### config.mk
export PLATFORM = sky130hd
export DESIGN_NAME = smb_alert_responder
export DESIGN_NICKNAME = d
export VERILOG_FILES = /design/src/rtl/smbalrt_pkg.sv /design/src/rtl/smbalrt_enable_regs.sv /design/src/rtl/smbalrt_mask.sv /design/src/rtl/smbalrt_ara_fsm.sv /design/src/rtl/smb_alert_responder.sv
export SDC_FILE = /design/constraint.sdc
export NUM_CORES = 1
export LEC_CHECK = 0
export BUFFER_PORTS_ARGS = -buffer_cell sky130_fd_sc_hd__buf_2
export CAP_MARGIN = 20
export CORE_ASPECT_RATIO = 0.75
export CORE_UTILIZATION = 25
export CTS_CLUSTER_DIAMETER = 50
export DETAILED_ROUTE_END_ITERATION = 10
export PLACE_DENSITY = 0.52
export SLEW_MARGIN = 25
export SYNTH_ARGS = -nofsm -noshare
export SYNTH_HDL_FRONTEND = slang
export SYNTH_SLANG_ARGS = --single-unit
### constraint.sdc
create_clock -name clk -period 2 [get_ports clk]
set_input_delay 0.2 -clock clk [delete_from_list [all_inputs] [get_ports clk]]
set_output_delay 0.2 -clock clk [all_outputs]
set_load 0.03 [all_outputs]
### src/rtl/smbalrt_pkg.sv
package smbalrt_pkg;
   typedef enum logic [2:0] {
      ST_IDLE  = 3'd0,
      ST_ARMED = 3'd1,
      ST_ACK   = 3'd2,
      ST_SEND  = 3'd3,
      ST_LOST  = 3'd4,
      ST_DONE  = 3'd5
   } ara_st_e;
endpackage

### src/rtl/smbalrt_enable_regs.sv
module smbalrt_enable_regs #(
   parameter int NUM_REGS = 2,
   parameter int REG_W    = 8,
   localparam int FLT_W   = NUM_REGS * REG_W
) (
   input  logic                clk,
   input  logic                rst_n,
   input  logic [NUM_REGS-1:0] en_wr,
   input  logic [REG_W-1:0]    en_wdata,
   output logic [FLT_W-1:0]    en_vec
);
   logic [REG_W-1:0] en_q [NUM_REGS];

   for (genvar g = 0; g < NUM_REGS; g++) begin : g_reg
      always_ff @(posedge clk) begin
         if (!rst_n)
            en_q[g] <= '0;
         else if (en_wr[g])
            en_q[g] <= en_wdata;
      end
      assign en_vec[g*REG_W +: REG_W] = en_q[g];
   end
endmodule

### src/rtl/smbalrt_mask.sv
module smbalrt_mask #(
   parameter int FLT_W = 16
) (
   input  logic             clk,
   input  logic             rst_n,
   input  logic [FLT_W-1:0] fault_in,
   input  logic [FLT_W-1:0] en_vec,
   input  logic             release_req,
   output logic             pending
);
   logic [FLT_W-1:0] active;
   logic [FLT_W-1:0] rep_q;

   assign active  = fault_in & en_vec;
   assign pending = |(active & ~rep_q);

   always_ff @(posedge clk) begin
      if (!rst_n)
         rep_q <= '0;
      else if (release_req)
         rep_q <= active;
      else
         rep_q <= rep_q & active;
   end
endmodule

### src/rtl/smbalrt_ara_fsm.sv
module smbalrt_ara_fsm
   import smbalrt_pkg::*;
#(
   parameter int              ADDR_W   = 7,
   parameter logic [ADDR_W-1:0] ARA_ADDR = 7'b0001100,
   localparam int             BYTE_W   = ADDR_W + 1,
   localparam int             IDX_W    = $clog2(BYTE_W + 1)
) (
   input  logic              clk,
   input  logic              rst_n,
   input  logic              ev_start,
   input  logic              ev_stop,
   input  logic              ev_addr_valid,
   input  logic [BYTE_W-1:0] addr_byte,
   input  logic              ev_tx_slot,
   input  logic              ev_sda_sample,
   input  logic              sda_in,
   input  logic              pending,
   input  logic              rel_on_addr,
   input  logic [ADDR_W-1:0] dev_addr,
   output logic              sda_pull,
   output logic              release_req,
   output ara_st_e           st
);
   localparam logic [BYTE_W-1:0] ARA_RD   = {ARA_ADDR, 1'b1};
   localparam logic [IDX_W-1:0]  LAST_IDX = IDX_W'(BYTE_W - 1);

   ara_st_e           st_q, st_d;
   logic [IDX_W-1:0]  idx_q, idx_d;
   logic [BYTE_W-1:0] sh_q, sh_d;

   always_comb begin
      st_d        = st_q;
      idx_d       = idx_q;
      sh_d        = sh_q;
      release_req = 1'b0;
      if (ev_start || ev_stop) begin
         st_d = ST_IDLE;
      end else begin
         unique case (st_q)
            ST_IDLE: begin
               if (ev_addr_valid) begin
                  if (addr_byte == ARA_RD && pending)
                     st_d = ST_ARMED;
                  if (rel_on_addr && addr_byte[BYTE_W-1:1] == dev_addr)
                     release_req = 1'b1;
               end
            end
            ST_ARMED: if (ev_tx_slot) st_d = ST_ACK;
            ST_ACK: begin
               if (ev_tx_slot) begin
                  st_d  = ST_SEND;
                  idx_d = '0;
                  sh_d  = {dev_addr, 1'b1};
               end
            end
            ST_SEND: begin
               if (ev_sda_sample) begin
                  if (sh_q[BYTE_W-1] && !sda_in) begin
                     st_d = ST_LOST;
                  end else if (idx_q == LAST_IDX) begin
                     st_d        = ST_DONE;
                     release_req = 1'b1;
                  end
               end else if (ev_tx_slot) begin
                  idx_d = idx_q + 1'b1;
                  sh_d  = {sh_q[BYTE_W-2:0], 1'b1};
               end
            end
            default: ;
         endcase
      end
   end

   always_ff @(posedge clk) begin
      if (!rst_n) begin
         st_q  <= ST_IDLE;
         idx_q <= '0;
         sh_q  <= '1;
      end else begin
         st_q  <= st_d;
         idx_q <= idx_d;
         sh_q  <= sh_d;
      end
   end

   assign sda_pull = (st_q == ST_ACK) || (st_q == ST_SEND && !sh_q[BYTE_W-1]);
   assign st       = st_q;
endmodule

### src/rtl/smb_alert_responder.sv
module smb_alert_responder
   import smbalrt_pkg::*;
#(
   parameter int                NUM_REGS = 2,
   parameter int                REG_W    = 8,
   parameter int                ADDR_W   = 7,
   parameter logic [ADDR_W-1:0] ARA_ADDR = 7'b0001100,
   localparam int               FLT_W    = NUM_REGS * REG_W,
   localparam int               BYTE_W   = ADDR_W + 1
) (
   input  logic                clk,
   input  logic                rst_n,
   input  logic [FLT_W-1:0]    fault_in,
   input  logic [NUM_REGS-1:0] en_wr,
   input  logic [REG_W-1:0]    en_wdata,
   input  logic                rel_on_addr,
   input  logic [ADDR_W-1:0]   dev_addr,
   input  logic                ev_start,
   input  logic                ev_stop,
   input  logic                ev_addr_valid,
   input  logic [BYTE_W-1:0]   addr_byte,
   input  logic                ev_tx_slot,
   input  logic                ev_sda_sample,
   input  logic                sda_in,
   output logic                alert_n,
   output logic                sda_pull
);
   if (NUM_REGS < 1 || REG_W < 1 || ADDR_W < 2) begin : g_bad_param
      $error("smb_alert_responder: NUM_REGS, REG_W must be >=1 and ADDR_W >=2");
   end

   logic [FLT_W-1:0] en_vec;
   logic             pending;
   logic             release_req;
   ara_st_e          ara_state;

   smbalrt_enable_regs #(.NUM_REGS(NUM_REGS), .REG_W(REG_W)) u_en (
      .clk(clk), .rst_n(rst_n), .en_wr(en_wr), .en_wdata(en_wdata), .en_vec(en_vec)
   );

   smbalrt_mask #(.FLT_W(FLT_W)) u_mask (
      .clk(clk), .rst_n(rst_n), .fault_in(fault_in), .en_vec(en_vec),
      .release_req(release_req), .pending(pending)
   );

   smbalrt_ara_fsm #(.ADDR_W(ADDR_W), .ARA_ADDR(ARA_ADDR)) u_fsm (
      .clk(clk), .rst_n(rst_n), .ev_start(ev_start), .ev_stop(ev_stop),
      .ev_addr_valid(ev_addr_valid), .addr_byte(addr_byte), .ev_tx_slot(ev_tx_slot),
      .ev_sda_sample(ev_sda_sample), .sda_in(sda_in), .pending(pending),
      .rel_on_addr(rel_on_addr), .dev_addr(dev_addr), .sda_pull(sda_pull),
      .release_req(release_req), .st(ara_state)
   );

   assign alert_n = !pending;
endmodule

==> qor.txt, run 1 <==
IO buf count: 51
dpl hpwl: 4520 um
mapped cell area: 2320 um2
Final Util: 32.0%
Max Clk Rate: 0.544 GHz
GPL Wtd Cong: 0.788
Total Routing Usage GR: 13.0%
Mapped Nets: 281
Crit path depth: 5
Die Ht: 85.5 um
slew of the pin with the lowest slew margin: 0.431 ns
Largest stage delay, worst path: 0.44 ns
first-pass GRT wire length: 9620 um
slew margin rel.: 71.3%
Worst Path Buf+Inv: 2
Layout area overhead: 24.6%
reg2reg path depth: 5
fraction of synthesized area in multiplexers: 3.02%
via count: 1944
Die Span X: 113 um
simple-gate share of the synthesized area: 23.0%
largest net degree at the start of global routing: 18
largest family of logic cells by synthesized area: simple AND/OR/NAND/NOR gates
final WL: 5990 um
max-cap viol count: 0
Final nets: 336
Synth Instances: 230
crit-path cells: nand3b_1 > o2111ai_1 > nor4_2 > buf_4 > buf_2
Post-synth ARST share: 0%
Yosys warnings: 0
grt total ovfl: 0
register area share after synthesis: 46.6%
Root Buffer: clkbuf_16
Worst Setup Path Type: register to output port
WP data required: 1.80 ns
Post-synth EDFFs: 16
share of cells above drive strength 1: 29.4%
worst vdd ir: 0.310 mV
placed cell area: 2740 um2
Crit path max-delay family: flip-flops
status: completed
Post-synth top flop: dfxtp_1
post-route ant nets: 0
initial antenna violation count: 0
DRT Pass-1 Iters: 4
Final Slew Violations: 0
Sink Count: 46
# diodes: 0
clock transition at the registers of the reported paths: 0.07 ns
Synth Area per Inst: 10.1 um2
CTS tree: built
setup TNS: 0 ns
Fin. Hold Viols: 0
Hold Path Stages: 3
full die area: 9680 um2
PD cells: 713 nW/um2
leakage power: 1.12 nW
WL/cell: 14.5 um
Synth Register Bits: 46
Critical Path End Type: output port
vias in the first global route: 1847
CTS max path bufs: 2
io pins: 52
placed cells: 406
Synth Area in XOR/XNOR: 3.02%
initial core utilization: 25.7%
adder-cell share of the synthesized area: 0.539%
Clock Skew: 0.00982 ns
fin cells: 414
core area: 9050 um2
post-CTS setup buffers: 0
Setup violations, final: 0
Via density: 4.70
final worst path period share: 91.9%
Critical-path top delay cell: edfxtp_1
Distinct cells, synth: 46
Finished Cell Area: 2890 um2
fin crit period: 1.84 ns
worst-skew pair later-pin latency: 0.30 ns
unrepaired setup endpoints after global routing: false
CP max FO: 2
Placement Setup Slack: 0.324 ns
fillcell total: 927
crit path DAT: 1.64 ns
drt initial violations: 83
post-synthesis compound-gate area fraction: 20.0%
CP startpoint kind: register
worst min path class: primary input to register
row count: 30
Remaining DRCs: 0
H-tree levels: 2
Num CTS Buffers: 5
Worst Setup Slack, final: 0.162 ns
synth_stat cells, drive strengths merged (2+ instances only):
cell	count	area share (%)
nor3	5	1.6
and3	16	4.3
xor2	2	0.75
clkbuf	8	1.3
nand3	4	0.86
edfxtp	16	21
buf	5	2.0
nor4	2	0.54
nand2b	3	0.81
xnor2	6	2.3
o211ai	6	1.9
o221ai	2	0.75
nor2	17	2.7
nand3b	13	4.2
nand4	3	0.81
mux2i	7	3.0
and2	2	0.54
o2111ai	20	7.5
dfxtp	30	26
o21ai	4	0.86
a21oi	18	5.5
inv	4	0.65
nand4b	2	0.75
nand2	14	2.3
nor2b	3	0.81
o21a	3	0.97
cell families (layout without fill, tap and decap cells):
kind of cell	after synthesis	after routing
AO/OA/AOI/OAI	60	60
XOR/XNOR	8	8
adder cells (fa/ha/maj)	1	1
buffers and inverters	17	73
flip-flops	46	46
multiplexers	7	7
AND/OR/NAND/NOR	91	91
flip-flops by register name, indices dropped and copies added (netlist names):
name          cells
u_en.en_q        16
u_fsm.idx_q       4
u_fsm.st          3
u_mask.rep_q     16
u_fsm.sh_q        7
per-layer routing:
layer	up-vias	part of all wire, %	global-route usage, %
met5	-	0	0
met4	0	1.1	3.59
met3	7	1.8	2.79
met2	21	44	19.4
met1	919	53	18.8
li1	997	-	-
worst register-to-register path, delay by kind of cell, from the launching register on:
kind,cells,cell delay (ns)
buf+inv,1,0.24
simple gates,3,0.84
compound gates,1,0.16
flops,1,0.37
layout by cell type (no fill, tap or decap), types with 3 or more instances in the layout:
master / Yosys / routed
o21a_1: 3 / 3
nand2b_1: 3 / 3
o211ai_1: 6 / 6
o2111ai_1: 20 / 20
inv_6: 0 / 3
dfxtp_1: 30 / 30
inv_1: 4 / 4
o21ai_0: 3 / 3
edfxtp_1: 16 / 16
nor3_1: 4 / 4
clkbuf_16: 0 / 5
nand3_1: 4 / 4
xnor2_1: 6 / 6
and3_1: 16 / 16
nand4_1: 3 / 3
nand2_1: 14 / 14
buf_2: 3 / 51
a21oi_1: 8 / 8
nand3b_1: 13 / 13
nor2_1: 17 / 17
nor2b_1: 3 / 3
buf_4: 0 / 10
mux2i_1: 7 / 7
a21oi_2: 10 / 10
worst paths after layout:
check / slack, ns / startpoint / endpoint
setup / recovery: 0.16 / u_en.en_q[0][5]$_SDFFCE_PN0P_ / alert_n
hold / removal: 0.16 / fault_in[12] / u_mask.rep_q[12]$_SDFF_PN0_
setup reg to reg: 0.34 / u_fsm.st[2]$_SDFFE_PP0P_ / u_mask.rep_q[9]$_SDFF_PN0_
hold reg to reg: 0.49 / u_fsm.sh_q[4]$_SDFFE_PN1P_ / u_fsm.sh_q[4]$_SDFFE_PN1P_
cell type report:
type	instances	area (um2)	share of cell area [%]
Timing Repair Buffer	61	330	11.4
Clock inverter	3	26.3	0.908
Multi-Input combinational cell	167	1160	39.9
Inverter	4	15.0	0.519
Sequential cell	46	1080	37.4
Tap cell	128	160	5.53
Clock buffer	5	125	4.32
through the flow:
step | hold slack (ns) | power [mW]
after floorplan | 0.340 | 1.10
after global placement | 0.458 | 1.21
after detailed placement | 0.469 | 1.21
after CTS | 0.160 | 2.07
after global routing | 0.162 | 2.14
final | 0.159 | 2.06
report_power, final:
group	switching [mW]	internal [mW]
registers	0.0220	0.997
clock network	0.394	0.477
logic	0.0965	0.0782
repair_timing:
action	in CTS	in global routing
hold buffers	0	0
setup endpoints to repair	0	1
gates resized for setup	0	1
No activity file was read; power rests on OpenSTA's default activity.
==> run 2, diff against run 1 <==
--- a/config.mk
+++ b/config.mk
@@ -9,6 +9,7 @@
 export CAP_MARGIN = 20
 export CORE_ASPECT_RATIO = 0.75
 export CORE_UTILIZATION = 25
+export CTS_BUF_LIST = sky130_fd_sc_hd__clkbuf_2 sky130_fd_sc_hd__clkbuf_4 sky130_fd_sc_hd__clkbuf_8
 export CTS_CLUSTER_DIAMETER = 50
 export DETAILED_ROUTE_END_ITERATION = 10
 export PLACE_DENSITY = 0.52
==> run 2 against run 1 <==
  * First-iteration DRC count up 4.8%
  * Count of clock-buffer cells in the layout did not move
  * Sequential power about the same
  * Hold slack got worse by 0.019 ns
  * Utilization is 0.62 points lower
  * Largest cell class unchanged
==> qor.txt, run 2 (synthesis results as in run 1) <==
hold_buf cts: 0 (unchanged)
initial core utilization: 25.7% (unchanged)
Clock power frac: 34.2% (was 42.2%)
post-route ant nets: 0 (unchanged)
sw frac: 26.3% (was 24.8%)
leakage power: 1.09 nW (was 1.12 nW)
H-tree levels: 2 (unchanged)
core area: 9050 um2 (unchanged)
commonest non-fill, non-tap cell in the layout: buf_2 (unchanged)
Setup violations, final: 0 (unchanged)
Die Ht: 85.5 um (unchanged)
final WL: 5920 um (was 5990 um)
Final nets: 336 (unchanged)
final worst path period share: 94.2% (was 91.9%)
most frequent cells in the layout: 51 x buf_2, 30 x dfxtp_1, 20 x o2111ai_1 (unchanged)
crit path DAT: 1.68 ns (was 1.64 ns)
PD cells: 638 nW/um2 (was 713 nW/um2)
Finished Cell Area: 2840 um2 (was 2890 um2)
Worst Setup Path Type: register to output port (unchanged)
clock transition at the registers of the reported paths: 0.10 ns (was 0.07 ns)
GPL Wtd Cong: 0.788 (unchanged)
Via density: 4.69 (was 4.70)
placed cell area: 2740 um2 (unchanged)
CTS tree: built (unchanged)
Worst Setup Slack, final: 0.116 ns (was 0.162 ns)
status: completed (unchanged)
dpl hpwl: 4520 um (unchanged)
row count: 30 (unchanged)
Placement Setup Slack: 0.324 ns (unchanged)
first-pass GRT wire length: 9490 um (was 9620 um)
register share of total power: 56.2% (was 49.3%)
initial antenna violation count: 0 (unchanged)
Total Routing Usage GR: 12.6% (was 13.0%)
Max Clk Rate: 0.531 GHz (was 0.544 GHz)
Fin. Hold Viols: 0 (unchanged)
Num CTS Buffers: 5 (unchanged)
drt initial violations: 87 (was 83)
worst min path class: primary input to register (unchanged)
DRT Pass-1 Iters: 4 (unchanged)
CP max FO: 2 (unchanged)
largest registers: u_en.en_q x16, u_mask.rep_q x16, u_fsm.sh_q x7 (unchanged)
Root Buffer: clkbuf_8 (was clkbuf_16)
worst vdd ir: 0.262 mV (was 0.310 mV)
CP startpoint kind: register (unchanged)
WP data required: 1.80 ns (about the same)
share of cells above drive strength 1: 29.4% (unchanged)
placed cells: 406 (unchanged)
fillcell total: 932 (was 927)
Clock Skew: 0.0139 ns (was 0.00982 ns)
io pins: 52 (unchanged)
Switching Power: 0.477 mW (was 0.513 mW)
IO buf count: 51 (unchanged)
# diodes: 0 (unchanged)
Tot Pwr: 1.81 mW (was 2.06 mW)
Int Pwr: 1.33 mW (was 1.55 mW)
Comb pwr share: 9.6% (was 8.5%)
max-cap viol count: 0 (unchanged)
Remaining DRCs: 0 (unchanged)
full die area: 9680 um2 (unchanged)
Final Slew Violations: 0 (unchanged)
grt total ovfl: 0 (unchanged)
Die Span X: 113 um (unchanged)
Layout area overhead: 22.2% (was 24.6%)
CTS max path bufs: 2 (unchanged)
setup TNS: 0 ns (unchanged)
Sink Count: 46 (unchanged)
fin crit period: 1.88 ns (was 1.84 ns)
slew of the pin with the lowest slew margin: 0.431 ns (about the same)
slew margin rel.: 71.3% (about the same)
vias in the first global route: 1859 (was 1847)
via count: 1941 (was 1944)
fin cells: 414 (unchanged)
worst-skew pair later-pin latency: 0.31 ns (was 0.30 ns)
largest net degree at the start of global routing: 18 (unchanged)
Critical Path End Type: output port (unchanged)
unrepaired setup endpoints after global routing: false (unchanged)
WL/cell: 14.3 um (was 14.5 um)
==> run 2: per-stage QoR <==
stage	util [%]	hold slack, ns
floorplan	-	0.340
global placement	30.2	0.458
detailed placement	30.2	0.469
CTS	31.3	0.137
global route	31.4	0.139
finish	31.4	0.140
==> run 2: critical path: stages (launching register included) <==
cell and delay [ns]:
edfxtp_1 0.44, nand3b_1 0.12, o2111ai_1 0.15, nor4_2 0.31
buf_4 0.16, buf_2 0.19
==> run 2: final timing paths <==
kind | startpoint | endpoint | slack (ns) | depth (start not counted)
max | u_en.en_q[0][5]$_SDFFCE_PN0P_ | alert_n | 0.12 | 5
min | fault_in[0] | u_mask.rep_q[0]$_SDFF_PN0_ | 0.14 | 3
max reg2reg | u_fsm.st[2]$_SDFFE_PP0P_ | u_mask.rep_q[9]$_SDFF_PN0_ | 0.34 | 5
min reg2reg | u_fsm.sh_q[2]$_SDFFE_PN1P_ | u_fsm.sh_q[2]$_SDFFE_PN1P_ | 0.49 | 2
==> run 2: layer usage <==
| layer | up-vias | routed length (um) | GRT usage [%] |
|---|---|---|---|
| met2 | 23 | 2630 | 19.2 |
| li1 | 991 | - | - |
| met5 | - | 0 | 0 |
| met4 | 0 | 66 | 3.95 |
| met1 | 922 | 3130 | 18.6 |
| met3 | 5 | 91 | 1.50 |
==> run 2: power groups by stage <==
stage	Combinational (mW)	Clock [mW]	Sequential, mW
finish	0.174	0.620	1.02
global placement	0.172	0	1.04
floorplan	0.0760	0	1.03
CTS	0.173	0.632	1.02
detailed placement	0.173	0	1.04
global route	0.192	0.670	1.02
==> run 2: final cells by class <==
type | instances | area (um2) | area share [%]
multi-input combinational | 167 | 1160 | 40.7
sequential | 46 | 1080 | 38.1
inverter | 4 | 15.0 | 0.529
clock buffer | 5 | 68.8 | 2.43
tap | 128 | 160 | 5.64
clock inverter | 3 | 26.3 | 0.926
timing repair buffer | 61 | 330 | 11.6
==> run 2: what timing repair did <==
item / 4_1_cts / 5_1_grt
setup buffers: 0 / 0
hold endpoints to repair: 0 / 0
setup endpoints to repair: 0 / 1
gates resized for setup: 0 / 1
==> run 3, diff against run 2 <==
--- a/config.mk
+++ b/config.mk
@@ -8,11 +8,11 @@
 export BUFFER_PORTS_ARGS = -buffer_cell sky130_fd_sc_hd__buf_2
 export CAP_MARGIN = 20
 export CORE_ASPECT_RATIO = 0.75
-export CORE_UTILIZATION = 25
+export CORE_UTILIZATION = 50
 export CTS_BUF_LIST = sky130_fd_sc_hd__clkbuf_2 sky130_fd_sc_hd__clkbuf_4 sky130_fd_sc_hd__clkbuf_8
 export CTS_CLUSTER_DIAMETER = 50
 export DETAILED_ROUTE_END_ITERATION = 10
-export PLACE_DENSITY = 0.52
+export PLACE_DENSITY = 0.87
 export SLEW_MARGIN = 25
 export SYNTH_ARGS = -nofsm -noshare
 export SYNTH_HDL_FRONTEND = slang
==> constraint.sdc (replaced) <==
create_clock -name clk -period 1.7 [get_ports clk]
set_input_delay 0.17 -clock clk [delete_from_list [all_inputs] [get_ports clk]]
set_output_delay 0.17 -clock clk [all_outputs]
set_load 0.03 [all_outputs]
==> run 3 against run 2 <==
  * The flow now finishes with violations (negative setup slack)
  * Setup slack got worse by 0.14 ns
  * Sequential power increased by 18%
  * Clock skew decreased by 0.0057 ns
  * Power increased by 15%
  * Count of clock-buffer cells in the layout increased by 1
  * Routed wire length decreased by 8.9%
  * Clock power increased by 8.1%
  * First-iteration DRC count increased by 150%
  * Final area decreased by 2.2%
  * Hold slack got worse by 0.015 ns
  * Global-route usage increased by 10 points
==> qor.txt, run 3 (synthesis results as in run 1) <==
CTS max path bufs: 2 (unchanged)
Largest stage delay, worst path: 0.45 ns (was 0.44 ns)
H-tree levels: 2 (unchanged)
PD cells: 748 nW/um2 (was 638 nW/um2)
DRT Pass-1 Iters: 4 (unchanged)
commonest non-fill, non-tap cell in the layout: buf_2 (unchanged)
Final Slew Violations: 0 (unchanged)
largest registers: u_en.en_q x16, u_mask.rep_q x16, u_fsm.sh_q x7 (unchanged)
fillcell total: 376 (was 932)
vias in the first global route: 1700 (was 1859)
first-pass GRT wire length: 8210 um (was 9490 um)
max-cap viol count: 0 (unchanged)
GPL Wtd Cong: 0.850 (was 0.788)
crit path DAT: 1.55 ns (was 1.68 ns)
Setup violations, final: 1 (was 0)
CP startpoint kind: register (unchanged)
slew of the pin with the lowest slew margin: 0.415 ns (was 0.431 ns)
Critical Path End Type: output port (unchanged)
WL/cell: 15.8 um (was 14.3 um)
clock transition at the registers of the reported paths: 0.09 ns (was 0.10 ns)
row count: 21 (was 30)
status: complete, but fails checks (was completed)
largest net degree at the start of global routing: 32 (was 18)
Root Buffer: clkbuf_8 (unchanged)
share of cells above drive strength 1: 30.6% (was 29.4%)
setup TNS: -0.0228 ns (was 0 ns)
Num CTS Buffers: 5 (unchanged)
final WL: 5390 um (was 5920 um)
Clock Skew: 0.00828 ns (was 0.0139 ns)
placed cells: 333 (was 406)
core area: 4470 um2 (was 9050 um2)
WP data required: 1.53 ns (was 1.80 ns)
# diodes: 0 (unchanged)
Max Clk Rate: 0.580 GHz
Die Ht: 61.0 um (was 85.5 um)
CTS tree: built (unchanged)
placed cell area: 2640 um2 (was 2740 um2)
Worst Setup Path Type: register to output port (unchanged)
worst-skew pair later-pin latency: 0.29 ns (was 0.31 ns)
Total Routing Usage GR: 23.0% (was 12.6%)
Fin. Hold Viols: 0 (unchanged)
full die area: 4920 um2 (was 9680 um2)
post-route ant nets: 0 (unchanged)
Crit path max-delay family: simple AND/OR/NAND/NOR gates (was flip-flops)
Worst Setup Slack, final: -0.0228 ns (was 0.116 ns)
most frequent cells in the layout: 50 x buf_2, 29 x dfxtp_1, 17 x o2111ai_1, 17 x nor2_1 (was 51 x buf_2, 30 x dfxtp_1, 20 x o2111ai_1)
Worst Path Buf+Inv: 1 (was 2)
fin cells: 341 (was 414)
dpl hpwl: 4070 um (was 4520 um)
via count: 1984 (was 1941)
worst vdd ir: 0.497 mV (was 0.262 mV)
Remaining DRCs: 0 (unchanged)
crit-path cells: nand3b_1 > o2111ai_2 > nor4_4 > buf_6 (was nand3b_1 > o2111ai_1 > nor4_2 > buf_4 > buf_2)
fin crit period: 1.72 ns
initial core utilization: 52.0% (was 25.7%)
initial antenna violation count: 0 (unchanged)
slew margin rel.: 72.3% (was 71.3%)
Die Span X: 80.7 um (was 113 um)
Layout area overhead: 19.5% (was 22.2%)
Placement Setup Slack: 0.0618 ns (was 0.324 ns)
Via density: 5.82 (was 4.69)
Critical-path top delay cell: edfxtp_1 (unchanged)
Sink Count: 46 (unchanged)
Final Util: 62.1% (was 31.4%)
IO buf count: 51 (unchanged)
drt initial violations: 214 (was 87)
post-CTS setup buffers: 0 (unchanged)
unrepaired setup endpoints after global routing: true (was false)
leakage power: 1.10 nW (was 1.09 nW)
final worst path period share: 101%
violated checks: negative setup slack
grt total ovfl: 0 (unchanged)
worst min path class: primary input to register (unchanged)
io pins: 52 (unchanged)
Final nets: 334 (was 336)
CP max FO: 2 (unchanged)
Finished Cell Area: 2770 um2 (was 2840 um2)
==> run 3: cell types whose count changed in the layout (fill, tap and decap cells not counted), moves of 2 or more <==
cell,delta
buf_4,-3
inv_6,-3
o2111ai_1,-3
o2111ai_2,+3
buf_6,+2
==> run 3: worst min-delay path, cell delays in order <==
cell and delay [ns]:
buf_2 0.11, o2111ai_1 0.06, a21oi_1 0.04
==> run 3: routing by layer <==
| metal | routed length [um] | track usage, % | vias to the layer above |
|---|---|---|---|
| met5 | 0 | 0 | - |
| li1 | - | - | 988 |
| met3 | 356 | 5.78 | 4 |
| met4 | 61 | 7.40 | 0 |
| met2 | 2380 | 32.7 | 57 |
| met1 | 2590 | 34.2 | 935 |
==> run 3: repair_timing <==
action	in CTS	in global routing
hold buffers	0	0
endpoints found under the hold margin	0	0
gates resized for setup	4	5
setup endpoints to repair	1	18
pin swaps	2	5
==> run 3: layout make-up <==
class,count,area (um2),share of cell area (%)
clock buffers,6,76.3,2.75
multi-input cells,167,1190,42.9
inverters,4,15.0,0.541
clock inverters,2,13.8,0.496
repair buffers,59,325,11.7
flip-flops and latches,46,1080,39.0
well taps,57,71.3,2.57
==> run 3: path summary, 6_finish.rpt <==
| path | from | cells after the start | slack, ns | end |
|---|---|---|---|---|
| setup reg to reg | u_fsm.st[2]$_SDFFE_PP0P_ | 5 | 0.12 | u_mask.rep_q[9]$_SDFF_PN0_ |
| setup / recovery | u_en.en_q[0][3]$_SDFFCE_PN0P_ | 4 | -0.02 | alert_n |
| hold reg to reg | u_fsm.sh_q[6]$_SDFFE_PN1P_ | 2 | 0.49 | u_fsm.sh_q[6]$_SDFFE_PN1P_ |
| hold / removal | fault_in[11] | 3 | 0.12 | u_mask.rep_q[11]$_SDFF_PN0_ |
==> run 3: per-stage QoR <==
| step | power, mW | hold slack (ns) |
|---|---|---|
| finish | 2.08 | 0.125 |
| global route | 2.15 | 0.119 |
| CTS | 2.08 | 0.124 |
| detailed placement | 1.41 | 0.435 |
| global placement | 1.41 | 0.430 |
| floorplan | 1.30 | 0.310 |
==> run 3: power by group <==
group | internal (mW) | switching (mW) | total (mW)
clock network | 0.307 | 0.363 | 0.670
registers | 1.17 | 0.0248 | 1.20
logic | 0.0944 | 0.114 | 0.209
total | 1.57 | 0.502 | 2.08
